`src/rtl/keypad_pkg.sv`:
```
// Package: shared sizes, button positions and byte address map for the
// button status block. Assumes ten buttons with directions on bits 7..4.
package keypad_pkg;
    localparam int NUM_KEYS    = 10;
    localparam int BYTE_W      = 8;
    localparam int CTRL_W      = 16;
    localparam int SYNC_STAGES = 2;
    localparam int ADDR_W      = 2;

    localparam int KEY_UP    = 7;
    localparam int KEY_DOWN  = 6;
    localparam int KEY_LEFT  = 5;
    localparam int KEY_RIGHT = 4;

    typedef enum logic [ADDR_W-1:0] {
        LOC_STAT_LO = 2'd0,
        LOC_STAT_HI = 2'd1,
        LOC_CTRL_LO = 2'd2,
        LOC_CTRL_HI = 2'd3
    } loc_e;
endpackage

```
`src/rtl/key_sync.sv`:
```
// Module: multi-stage synchronizer for a bus of asynchronous level inputs.
// Assumes inputs are slow levels; no bus coherency is required between bits.
// Reset value of every stage is RST_VAL.
module key_sync #(
    parameter int          WIDTH   = 10,
    parameter int          STAGES  = 2,
    parameter logic [WIDTH-1:0] RST_VAL = '0
) (
    input  logic             clk,
    input  logic             rst_n,
    input  logic [WIDTH-1:0] d_async,
    output logic [WIDTH-1:0] q_sync
);
    logic [WIDTH-1:0] stage_q [STAGES];

    generate
        for (genvar s = 0; s < STAGES; s++) begin : g_stage
            // Shift the sampled value one stage toward the output.
            always_ff @(posedge clk) begin
                if (!rst_n) begin
                    stage_q[s] <= RST_VAL;
                end else if (s == 0) begin
                    stage_q[s] <= d_async;
                end else begin
                    stage_q[s] <= stage_q[(s == 0) ? 0 : s-1];
                end
            end
        end
    endgenerate

    assign q_sync = stage_q[STAGES-1];
endmodule

```
`src/rtl/key_pair_block.sv`:
```
// Module: removes impossible opposing-direction combinations and stores the
// result active-low. Assumes active-high pressed inputs that are already
// synchronized. Status resets to "all released" (all ones).
module key_pair_block
    import keypad_pkg::*;
#(
    parameter int WIDTH = NUM_KEYS
) (
    input  logic             clk,
    input  logic             rst_n,
    input  logic [WIDTH-1:0] pressed,
    output logic [WIDTH-1:0] status_n
);
    logic [WIDTH-1:0] cleaned;
    logic             vert_clash;
    logic             horiz_clash;

    // Detect each opposing pair fully pressed and drop both of its members.
    always_comb begin
        vert_clash  = pressed[KEY_UP]   & pressed[KEY_DOWN];
        horiz_clash = pressed[KEY_LEFT] & pressed[KEY_RIGHT];
        cleaned     = pressed;
        if (vert_clash) begin
            cleaned[KEY_UP]   = 1'b0;
            cleaned[KEY_DOWN] = 1'b0;
        end
        if (horiz_clash) begin
            cleaned[KEY_LEFT]  = 1'b0;
            cleaned[KEY_RIGHT] = 1'b0;
        end
    end

    // Store the cleaned pattern inverted, so that a 0 bit means pressed.
    always_ff @(posedge clk) begin
        if (!rst_n) begin
            status_n <= '1;
        end else begin
            status_n <= ~cleaned;
        end
    end

    // stored status never shows up and down pressed together.
    p_no_vert_clash_r4: assert property (@(posedge clk) disable iff (!rst_n)
        !(!status_n[KEY_UP] && !status_n[KEY_DOWN]));

    // stored status never shows left and right pressed together.
    p_no_horiz_clash_r5: assert property (@(posedge clk) disable iff (!rst_n)
        !(!status_n[KEY_LEFT] && !status_n[KEY_RIGHT]));

    // a pressed input with its opposite released is reported pressed.
    p_single_up_kept_r6: assert property (@(posedge clk) disable iff (!rst_n)
        (pressed[KEY_UP] && !pressed[KEY_DOWN]) |=> !status_n[KEY_UP]);
endmodule

```
`src/rtl/key_ctrl_reg.sv`:
```
// Module: control register written one byte lane at a time. The contents
// are not interpreted here. Assumes at most one lane is written per cycle.
// Resets to zero.
module key_ctrl_reg
    import keypad_pkg::*;
#(
    parameter int LANES = CTRL_W / BYTE_W
) (
    input  logic                    clk,
    input  logic                    rst_n,
    input  logic [LANES-1:0]        lane_we,
    input  logic [BYTE_W-1:0]       wdata,
    output logic [LANES*BYTE_W-1:0] value
);
    generate
        for (genvar l = 0; l < LANES; l++) begin : g_lane
            // Update one byte lane when its write enable is set.
            always_ff @(posedge clk) begin
                if (!rst_n) begin
                    value[l*BYTE_W +: BYTE_W] <= '0;
                end else if (lane_we[l]) begin
                    value[l*BYTE_W +: BYTE_W] <= wdata;
                end
            end

            // a lane takes the written byte.
            p_lane_write_r7: assert property (@(posedge clk) disable iff (!rst_n)
                lane_we[l] |=> value[l*BYTE_W +: BYTE_W] == $past(wdata));

            // a lane without a write keeps its value.
            p_lane_hold_r7: assert property (@(posedge clk) disable iff (!rst_n)
                !lane_we[l] |=> $stable(value[l*BYTE_W +: BYTE_W]));
        end
    endgenerate
endmodule

```
`src/rtl/keypad_status.sv`:
```
// Module: top of the button status block. Synchronizes raw buttons, blocks
// opposing pairs, stores the status active-low and serves four byte
// locations with registered reads. Assumes a byte-wide single-master bus.
module keypad_status
    import keypad_pkg::*;
(
    input  logic              clk,
    input  logic              rst_n,
    input  logic [NUM_KEYS-1:0] keys_raw,
    input  logic              wr_en,
    input  logic              rd_en,
    input  logic [ADDR_W-1:0] addr,
    input  logic [BYTE_W-1:0] wr_data,
    output logic [BYTE_W-1:0] rd_data,
    output logic              rd_valid
);
    localparam int LANES  = CTRL_W / BYTE_W;
    localparam int HI_KEYS = NUM_KEYS - BYTE_W;

    logic [NUM_KEYS-1:0]     keys_sync;
    logic [NUM_KEYS-1:0]     status_n;
    logic [CTRL_W-1:0]       ctrl_val;
    logic [LANES-1:0]        lane_we;
    logic [BYTE_W-1:0]       rd_next;
    loc_e                    loc;

    assign loc = loc_e'(addr);

    key_sync #(
        .WIDTH  (NUM_KEYS),
        .STAGES (SYNC_STAGES),
        .RST_VAL('0)
    ) i_sync (
        .clk    (clk),
        .rst_n  (rst_n),
        .d_async(keys_raw),
        .q_sync (keys_sync)
    );

    key_pair_block #(
        .WIDTH(NUM_KEYS)
    ) i_block (
        .clk     (clk),
        .rst_n   (rst_n),
        .pressed (keys_sync),
        .status_n(status_n)
    );

    // Decode byte-lane write enables; status locations take no writes.
    always_comb begin
        lane_we    = '0;
        lane_we[0] = wr_en && (loc == LOC_CTRL_LO);
        lane_we[1] = wr_en && (loc == LOC_CTRL_HI);
    end

    key_ctrl_reg #(
        .LANES(LANES)
    ) i_ctrl (
        .clk    (clk),
        .rst_n  (rst_n),
        .lane_we(lane_we),
        .wdata  (wr_data),
        .value  (ctrl_val)
    );

    // Select the byte to return for the addressed location.
    always_comb begin
        rd_next = '0;
        unique case (loc)
            LOC_STAT_LO: rd_next = status_n[BYTE_W-1:0];
            LOC_STAT_HI: rd_next[HI_KEYS-1:0] = status_n[NUM_KEYS-1:BYTE_W];
            LOC_CTRL_LO: rd_next = ctrl_val[BYTE_W-1:0];
            LOC_CTRL_HI: rd_next = ctrl_val[CTRL_W-1:BYTE_W];
            default:     rd_next = '0;
        endcase
    end

    // Register the read result and its valid flag.
    always_ff @(posedge clk) begin
        if (!rst_n) begin
            rd_data  <= '0;
            rd_valid <= 1'b0;
        end else begin
            rd_valid <= rd_en;
            if (rd_en) begin
                rd_data <= rd_next;
            end
        end
    end

    // each read strobe is answered exactly one cycle later.
    p_read_answer_r10: assert property (@(posedge clk) disable iff (!rst_n)
        rd_en |=> rd_valid);

    // no valid flag without a preceding strobe.
    p_no_spurious_r10: assert property (@(posedge clk) disable iff (!rst_n)
        !rd_en |=> !rd_valid);

    // upper bits of the high status byte read as zero.
    p_hi_zero_r3: assert property (@(posedge clk) disable iff (!rst_n)
        (rd_en && loc == LOC_STAT_HI) |=> rd_data[BYTE_W-1:HI_KEYS] == '0);

    // status writes leave the control register unchanged.
    p_stat_write_ignored_r8: assert property (@(posedge clk) disable iff (!rst_n)
        (wr_en && (loc == LOC_STAT_LO || loc == LOC_STAT_HI)) |=> $stable(ctrl_val));
endmodule

```
`config.mk`:
```
export PLATFORM = sky130hd
export DESIGN_NAME = keypad_status
export DESIGN_NICKNAME = d
export VERILOG_FILES = /design/src/rtl/keypad_pkg.sv /design/src/rtl/key_sync.sv /design/src/rtl/key_pair_block.sv /design/src/rtl/key_ctrl_reg.sv /design/src/rtl/keypad_status.sv
export SDC_FILE = /design/constraint.sdc
export NUM_CORES = 1
export LEC_CHECK = 0
export ABC_CLOCK_PERIOD_IN_PS = 1300
export BUFFER_PORTS_ARGS = -buffer_cell sky130_fd_sc_hd__buf_4
export CAP_MARGIN = 20
export CORE_ASPECT_RATIO = 1.1
export CORE_MARGIN = 2
export CORE_UTILIZATION = 45
export CTS_CLUSTER_SIZE = 10
export DETAILED_ROUTE_END_ITERATION = 8
export MAX_ROUTING_LAYER = met4
export PLACE_DENSITY = 0.66
export SLEW_MARGIN = 30
export SYNTH_ARGS = -nofsm -noshare
export SYNTH_HDL_FRONTEND = slang
export SYNTH_SLANG_ARGS = --single-unit
```
`constraint.sdc`:
```
create_clock -name clk -period 1.3 [get_ports clk]
set_input_delay 0.26 -clock clk [delete_from_list [all_inputs] [get_ports clk]]
set_output_delay 0.26 -clock clk [all_outputs]
set_load 0.02 [all_outputs]
```
==> impl_metrics.env, run 1 <==
export IMPL_holdBufCountCts=0
export IMPL_slew_viol_final=0
export IMPL_drc=0
export IMPL_antenna_left=0
export IMPL_gp_congestion=0.783
export IMPL_ys_types=17
export IMPL_critPathCapture="rd_data[0]"
export IMPL_first_pass_iters=4
export IMPL_io_pin_count=33
export IMPL_initial_core_util_pct=47.1
export IMPL_grt_first_pass_wirelength_um=5000
export IMPL_final_cell_mix="dfxtp_1, buf_4, and2_1"
export IMPL_power_total_mw=3.17
export IMPL_clk_path_buf_depth=2
export IMPL_routed_wl_um=2890
export IMPL_clk_pin_slew_ns=0.09
export IMPL_max_clock_freq_mhz=927
export IMPL_dp_hpwl_um=2130
export IMPL_diodes=0
export IMPL_syn_nets=192
export IMPL_cts_repair_resized=0
export IMPL_cp_startpoint="i_ctrl.value[0]"
export IMPL_root_buffer="clkbuf_8"
export IMPL_io_buffers=32
export IMPL_design_die_area_mm2=0.00472
export IMPL_finalClockSkew_ns=0.00228
export IMPL_clkSinkCount=55
export IMPL_ys_seq_elements=55
export IMPL_cts_setup_buffers=0
export IMPL_core_mm2=0.00399
export IMPL_cap_violations=0
export IMPL_cp_required_ns=1.50
export IMPL_synthCells=168
export IMPL_vdd_ir_drop_worst_mv=0.983
export IMPL_yosys_warnings=0
export IMPL_nets=224
export IMPL_outcome="complete, no violations"
export IMPL_die_h_um=71.8
export IMPL_synth_area_mm2=0.00188
export IMPL_vias=1182
export IMPL_critPathCaptureType="register"
export IMPL_final_common_cell="dfxtp_1"
export IMPL_rsz0062_at_grt="no"
export IMPL_nFillCells=344
export IMPL_r2r_end="rd_data[0]"
export IMPL_dp_cells=245
export IMPL_slew_headroom_pct=72.3
export IMPL_wl_per_cell_um=11.4
export IMPL_antenna_found_initial=0
export IMPL_cts_made_buffers=5
export IMPL_finalSetupTns_ns=0
export IMPL_slowest_stage="mux4_1"
export IMPL_reg2reg_slack_ns=0.22
export IMPL_period_minus_slack_ns=1.08
export IMPL_min_path_type="in2reg"
export IMPL_min_period_over_period_pct=82.9
export IMPL_drt_initial_drc_count=55
export IMPL_area_growth_pct=21.1
export IMPL_die_x_um=65.7
export IMPL_crit_fanout=2
export IMPL_p_per_area_mw_per_mm2=1390
export IMPL_start_kind="register"
export IMPL_r2r_cells=3
export IMPL_tritoncts="done"
export IMPL_worst_slew_pin_slew_ns=0.414
export IMPL_grt_max_degree=41
export IMPL_seq_area_frac_synth_pct=58.5
export IMPL_row_count=24
export IMPL_cp_arrival_ns=1.27
export IMPL_drive_gt1_share_pct=25.9
export IMPL_grt_use_total_pct=14.3
export IMPL_synth_area_per_cell_um2=11.2
export IMPL_crit_chain="mux4_1 > mux2i_1 > nor2b_1"
export IMPL_grt_overflow_total=0
export IMPL_hold_violations=0
export IMPL_hold_worst_slack_ns=0.166
export IMPL_cp_slowest_stage_delay_ns=0.47
export IMPL_viasPerCell=4.67
export IMPL_htree_levels=2
export IMPL_crit_type="reg2reg"
export IMPL_setup_violations=0
export IMPL_cellLeakagePower_nw=1.02
export IMPL_grt_pass1_vias=1150
export IMPL_clk_latency_ns=0.29
export IMPL_crit_reg2reg_launch="i_ctrl.value[0]"
export IMPL_layoutNonFillerInstCount=253
report_power, final:
group / switching [mW] / internal, mW / total [mW] / leakage, nW
Sequential: 0.0251 / 1.76 / 1.78 / 0.452
Combinational: 0.123 / 0.148 / 0.271 / 0.506
Clock: 0.499 / 0.623 / 1.12 / 0.0612
Total: 0.647 / 2.53 / 3.17 / 1.02
critical path, delay by kind of cell, from the launching register on:
family | cells | cell delay [ns]
flops | 1 | 0.32
mux | 2 | 0.61
simple gates | 1 | 0.05
metrics by stage:
stage | util, % | area, µm² | worst slack (ns)
2_1_floorplan | - | 1880 | 0.149
3_3_place_gp | 54.2 | 2160 | 0.0749
3_5_place_dp | 54.2 | 2160 | 0.0630
4_1_cts | 57.1 | 2280 | 0.211
5_1_grt | 57.1 | 2280 | 0.168
6_report | 57.1 | 2280 | 0.222
worst min path at each step:
stage | cells past startpoint | slack (ns) | endpoint | start
final | 2 | 0.17 | i_sync.stage_q[0][3] | keys_raw[3]
after floorplan | 1 | 0.34 | i_block.status_n[0] | i_sync.stage_q[1][0]
after CTS | 2 | 0.15 | i_sync.stage_q[0][6] | keys_raw[6]
after global routing | 2 | 0.15 | i_sync.stage_q[0][6] | keys_raw[6]
after detailed placement | 1 | 0.35 | i_block.status_n[8] | i_sync.stage_q[1][8]
after global placement | 1 | 0.35 | i_block.status_n[8] | i_sync.stage_q[1][8]
cell families after synthesis:
logic type | share of synthesized area, %
and+or+nand+nor | 19.3
DFF | 58.5
muxes | 15.7
AOI/OAI and AO/OA | 3.59
buffers and inverters | 2.92
layout make-up:
cell class / instances / area, µm² / share of cell area, %
clock inverters: 2 / 35.0 / 1.54
clock buffers: 6 / 82.6 / 3.62
repair buffers: 36 / 270 / 11.8
well taps: 52 / 65.1 / 2.85
multi-input cells: 102 / 727 / 31.9
flip-flops and latches: 55 / 1100 / 48.3
registers in the layout (all words and copies together) (netlist names):
| name | count |
|---|---|
| i_block.status_n | 10 |
| i_ctrl.value | 16 |
| i_sync.stage_q | 20 |
| rd_data | 8 |
| rd_valid | 1 |
synthesized netlist by cell type:
cell type / instances / area (µm²)
mux4_2: 1 / 22.5
mux4_1: 1 / 26.3
nor2b_1: 18 / 113
buf_4: 1 / 7.51
nand3_2: 1 / 10.0
dfxtp_1: 55 / 1100
nand2_1: 18 / 67.6
nand3b_1: 5 / 37.5
and2_1: 21 / 131
clkbuf_1: 7 / 26.3
buf_2: 2 / 10.0
o21ai_0: 6 / 30.0
mux2i_1: 18 / 180
mux2_2: 6 / 67.6
nor2_1: 1 / 3.75
buf_6: 1 / 11.3
a31oi_1: 6 / 37.5
per-layer routing:
| layer | vias up | routed length, µm | track usage, % |
|---|---|---|---|
| li1 | 616 | - | - |
| met1 | 536 | 1290 | 16.8 |
| met2 | 26 | 1440 | 23.8 |
| met3 | 4 | 129 | 4.24 |
| met4 | 0 | 31 | 4.17 |
| met5 | - | 0 | - |
(Power assumes the default switching activity.)
==> run 2: changes to the inputs <==
ABC_CLOCK_PERIOD_IN_PS = 1000   (was 1300)
clock period = 1 ns   (was 1.3 ns; I/O delays follow)
==> impl_metrics.env, run 2 (same netlist as run 1, synthesis figures left out) <==
export IMPL_p_per_area_mw_per_mm2=1700
export IMPL_period_minus_slack_ns=1.07
export IMPL_drc=0
export IMPL_crit_type="reg2reg"
export IMPL_gp_congestion=0.769
export IMPL_routed_wl_um=3140
export IMPL_grt_overflow_total=0
export IMPL_grt_first_pass_wirelength_um=5070
export IMPL_clkSinkCount=55
export IMPL_setup_violations=2
export IMPL_wl_per_cell_um=12.1
export IMPL_min_period_over_period_pct=107
export IMPL_io_buffers=32
export IMPL_tritoncts="done"
export IMPL_largest_register_ffs=20
export IMPL_slew_viol_final=0
export IMPL_antenna_left=0
export IMPL_vdd_ir_drop_worst_mv=1.26
export IMPL_first_pass_iters=4
export IMPL_largestRegisters="i_sync.stage_q: 20 flops, i_ctrl.value: 16 flops, i_block.status_n: 10 flops"
export IMPL_holdPathStages=2
export IMPL_power_total_mw=3.99
export IMPL_violations="setup timing"
export IMPL_htree_levels=2
export IMPL_finish_utilization_pct=58.9
export IMPL_grt_pass1_vias=1161
export IMPL_initial_core_util_pct=47.1
export IMPL_root_buffer="clkbuf_8"
export IMPL_area_growth_pct=24.9
export IMPL_stdcell_area_mm2=0.00235
export IMPL_clk_path_buf_depth=2
export IMPL_holdBufCountCts=0
export IMPL_antenna_found_initial=0
export IMPL_finalSetupTns_ns=-0.145
export IMPL_worst_slew_pin_slew_ns=0.304
export IMPL_drive_gt1_share_pct=33.7
export IMPL_cts_made_buffers=5
export IMPL_die_h_um=71.8
export IMPL_cp_arrival_ns=1.26
export IMPL_viasPerCell=4.70
export IMPL_die_x_um=65.7
export IMPL_min_path_type="in2reg"
export IMPL_clk_latency_ns=0.30
export IMPL_diodes=0
export IMPL_final_common_cell="dfxtp_1"
export IMPL_max_clock_freq_mhz=931
export IMPL_clk_pin_slew_ns=0.09
export IMPL_start_kind="register"
export IMPL_hold_violations=0
export IMPL_drt_initial_drc_count=51
export IMPL_final_cell_mix="dfxtp_1, buf_4, and2_1"
export IMPL_slew_headroom_pct=79.7
export IMPL_row_count=24
export IMPL_cellLeakagePower_nw=1.05
export IMPL_cap_violations=0
export IMPL_grt_use_total_pct=14.8
export IMPL_design_die_area_mm2=0.00472
export IMPL_io_pin_count=33
export IMPL_finalClockSkew_ns=0.00675
export IMPL_core_mm2=0.00399
export IMPL_placed_area_mm2=0.00220
export IMPL_r2r_cells=3
export IMPL_fin_ws_ns=-0.0740
export IMPL_top_register="i_sync.stage_q"
export IMPL_crit_fanout=2
export IMPL_cp_required_ns=1.19
export IMPL_grt_max_degree=38
export IMPL_vias=1222
export IMPL_outcome="finished with violations"
export IMPL_critPathCaptureType="register"
export IMPL_rsz0062_at_grt="yes"
export IMPL_nets=231
export IMPL_dp_hpwl_um=2290
==> run 2: cell count changes in the layout (fill, tap and decap cells not counted) <==
cell / change
buf_4: +1
buf_6: +6
bufinv_16: -1
clkbuf_8: +1
clkinv_2: -1
clkinvlp_4: +1
dfxtp_1: -10
dfxtp_2: +10
mux4_1: -1
mux4_2: +1
==> run 2: cell type report <==
class	instances	area, µm²
clock inverter	1	7.51
timing repair buffer	43	345
sequential	55	1110
clock buffer	7	96.3
tap	52	65.1
multi-input combinational	102	723
fill	338	1640
==> run 2: metrics by stage <==
step | hold WS [ns] | std cells | worst slack (ns)
floorplan | 0.327 | 168 | -0.0679
global placement | 0.345 | 251 | -0.138
detailed placement | 0.347 | 251 | -0.152
CTS | 0.0936 | 259 | -0.0787
global route | 0.0932 | 260 | -0.136
finish | 0.106 | 260 | -0.0740
==> run 2: critical path: stages, from the launching register on <==
cell and delay [ns]:
dfxtp_2 0.32, mux4_2 0.45, mux2i_1 0.14, nor2b_1 0.06
==> run 2: per-layer routing <==
layer	track usage [%]	vias up	wire (µm)
met5	-	-	0
met4	5.56	0	51
met3	3.77	5	142
met2	24.1	29	1560
met1	17.4	561	1390
li1	-	627	-
==> run 2: final timing paths <==
| path | from | endpoint | slack, ns |
|---|---|---|---|
| max reg2reg | i_ctrl.value[9] | rd_data[1] | -0.07 |
| min | keys_raw[1] | i_sync.stage_q[0][1] | 0.11 |
| max | i_ctrl.value[9] | rd_data[1] | -0.07 |
| min reg2reg | i_sync.stage_q[1][9] | i_block.status_n[9] | 0.37 |
==> run 2: what timing repair did <==
item	4_1_cts	5_1_grt
pin swaps	0	0
endpoints found under the setup margin	4	10
resized for setup	2	14
cloned	0	0
buffers inserted	0	1
==> run 2: power breakdown <==
| group | internal, mW | switching [mW] | leakage, nW | total (mW) |
|---|---|---|---|---|
| clock network | 0.630 | 0.652 | 0.0505 | 1.28 |
| logic | 0.220 | 0.168 | 0.541 | 0.388 |
| registers | 2.29 | 0.0369 | 0.455 | 2.32 |
==> run 3: changes to the inputs <==
CORE_ASPECT_RATIO = 2   (was 1.1)
==> impl_metrics.env, run 3 (same netlist as run 1, synthesis figures left out) <==
export IMPL_grt_overflow_total=0
export IMPL_slew_viol_final=0
export IMPL_worst_slew_pin_slew_ns=0.354
export IMPL_fin_ws_ns=-0.0676
export IMPL_reg2reg_slack_ns=-0.07
export IMPL_violations="setup timing"
export IMPL_clk_path_buf_depth=2
export IMPL_critPathCaptureType="register"
export IMPL_design_die_area_mm2=0.00475
export IMPL_slowest_stage="mux4_2"
export IMPL_finalClockSkew_ns=0.00309
export IMPL_final_cell_mix="dfxtp_1, buf_4, and2_1"
export IMPL_drc=0
export IMPL_core_mm2=0.00405
export IMPL_drt_initial_drc_count=17
export IMPL_critPathCapture="rd_data[0]"
export IMPL_power_total_mw=3.87
export IMPL_io_buffers=32
export IMPL_clk_latency_ns=0.30
export IMPL_initial_core_util_pct=46.5
export IMPL_grt_pass1_vias=1214
export IMPL_nFillCells=398
export IMPL_tritoncts="done"
export IMPL_drive_gt1_share_pct=31.9
export IMPL_grt_use_total_pct=15.3
export IMPL_gp_congestion=0.741
export IMPL_area_growth_pct=23.1
export IMPL_r2r_cells=3
export IMPL_diodes=0
export IMPL_cellLeakagePower_nw=1.02
export IMPL_die_x_um=49.7
export IMPL_first_pass_iters=4
export IMPL_cp_startpoint="i_ctrl.value[8]"
export IMPL_root_buffer="clkbuf_8"
export IMPL_crit_reg2reg_launch="i_ctrl.value[8]"
export IMPL_dp_hpwl_um=2290
export IMPL_holdBufCountCts=0
export IMPL_outcome="finished with violations"
export IMPL_hold_violations=0
export IMPL_antenna_found_initial=0
export IMPL_crit_fanout=2
export IMPL_vdd_ir_drop_worst_mv=1.50
export IMPL_largest_register_ffs=20
export IMPL_nets=227
export IMPL_grt_max_degree=51
export IMPL_start_kind="register"
export IMPL_io_pin_count=33
export IMPL_wl_per_cell_um=12.3
export IMPL_viasPerCell=4.75
export IMPL_clkSinkCount=55
export IMPL_r2r_end="rd_data[0]"
export IMPL_cp_required_ns=1.20
export IMPL_cp_arrival_ns=1.27
export IMPL_cp_slowest_stage_delay_ns=0.45
export IMPL_crit_type="reg2reg"
export IMPL_clk_pin_slew_ns=0.09
export IMPL_row_count=33
export IMPL_cap_violations=0
export IMPL_min_path_type="in2reg"
export IMPL_crit_chain="mux4_2 > mux2i_1 > nor2b_1"
export IMPL_final_common_cell="dfxtp_1"
export IMPL_largestRegisters="i_sync.stage_q: 20 flops, i_ctrl.value: 16 flops, i_block.status_n: 10 flops"
export IMPL_rsz0062_at_grt="yes"
export IMPL_slew_headroom_pct=76.4
export IMPL_die_h_um=95.5
export IMPL_routed_wl_um=3140
export IMPL_setup_violations=3
export IMPL_p_per_area_mw_per_mm2=1670
export IMPL_vias=1215
export IMPL_min_period_over_period_pct=107
export IMPL_antenna_left=0
export IMPL_pre_cts_ws_ns=-0.141
export IMPL_max_clock_freq_mhz=937
export IMPL_grt_first_pass_wirelength_um=5390
export IMPL_htree_levels=2
export IMPL_period_minus_slack_ns=1.07
export IMPL_top_register="i_sync.stage_q"
export IMPL_cts_made_buffers=5
==> run 3: stage by stage <==
stage	cell area (µm²)	setup TNS (ns)	std cells	util (%)	hold slack [ns]
global placement	2190	-1.40	247	54.1	0.346
floorplan	1890	-0.0908	168	-	0.327
global route	2320	-0.279	256	57.3	0.0852
finish	2320	-0.133	256	57.3	0.102
CTS	2280	-0.161	256	56.5	0.0928
detailed placement	2190	-2.28	247	54.1	0.349
==> run 3: worst max-delay path: cells and delay by family (launching register included) <==
family | cells | cell delay (ns)
mux | 2 | 0.59
flops | 1 | 0.33
simple gates | 1 | 0.06
==> run 3: layer usage <==
metal | track usage, % | share of wire [%] | up-vias
li1 | - | - | 621
met1 | 15.1 | 38 | 563
met2 | 28.4 | 58 | 29
met3 | 3.92 | 3.4 | 2
met4 | 4.86 | 0.45 | 0
met5 | - | 0 | -
==> run 3: where the power goes <==
part / switching (mW) / total (mW) / internal [mW]
combinational: 0.163 / 0.376 / 0.213
sequential: 0.0361 / 2.32 / 2.29
clock: 0.685 / 1.17 / 0.488
total: 0.884 / 3.87 / 2.99
==> run 3: cell type report <==
class	count	area (µm²)	share of cell area [%]
multi-input cells	102	723	31.2
repair buffers	39	328	14.1
clock buffers	5	68.8	2.97
clock inverters	3	20.0	0.864
flip-flops and latches	55	1110	48.0
well taps	52	65.1	2.81
==> run 3: timing repair <==
action	4_1_cts	5_1_grt
gates resized for setup	1	14
setup endpoints to repair	3	10
setup buffers	1	0
pin swaps	0	0
==> run 3: worst min path at each step <==
stage | startpoint | depth (start not counted) | to | slack [ns]
detailed placement | i_sync.stage_q[1][2] | 1 | i_block.status_n[2] | 0.35
CTS | keys_raw[5] | 2 | i_sync.stage_q[0][5] | 0.09
finish | keys_raw[7] | 2 | i_sync.stage_q[0][7] | 0.10
floorplan | keys_raw[0] | 1 | i_sync.stage_q[0][0] | 0.33
global route | keys_raw[5] | 2 | i_sync.stage_q[0][5] | 0.09
global placement | i_sync.stage_q[1][9] | 1 | i_block.status_n[9] | 0.35
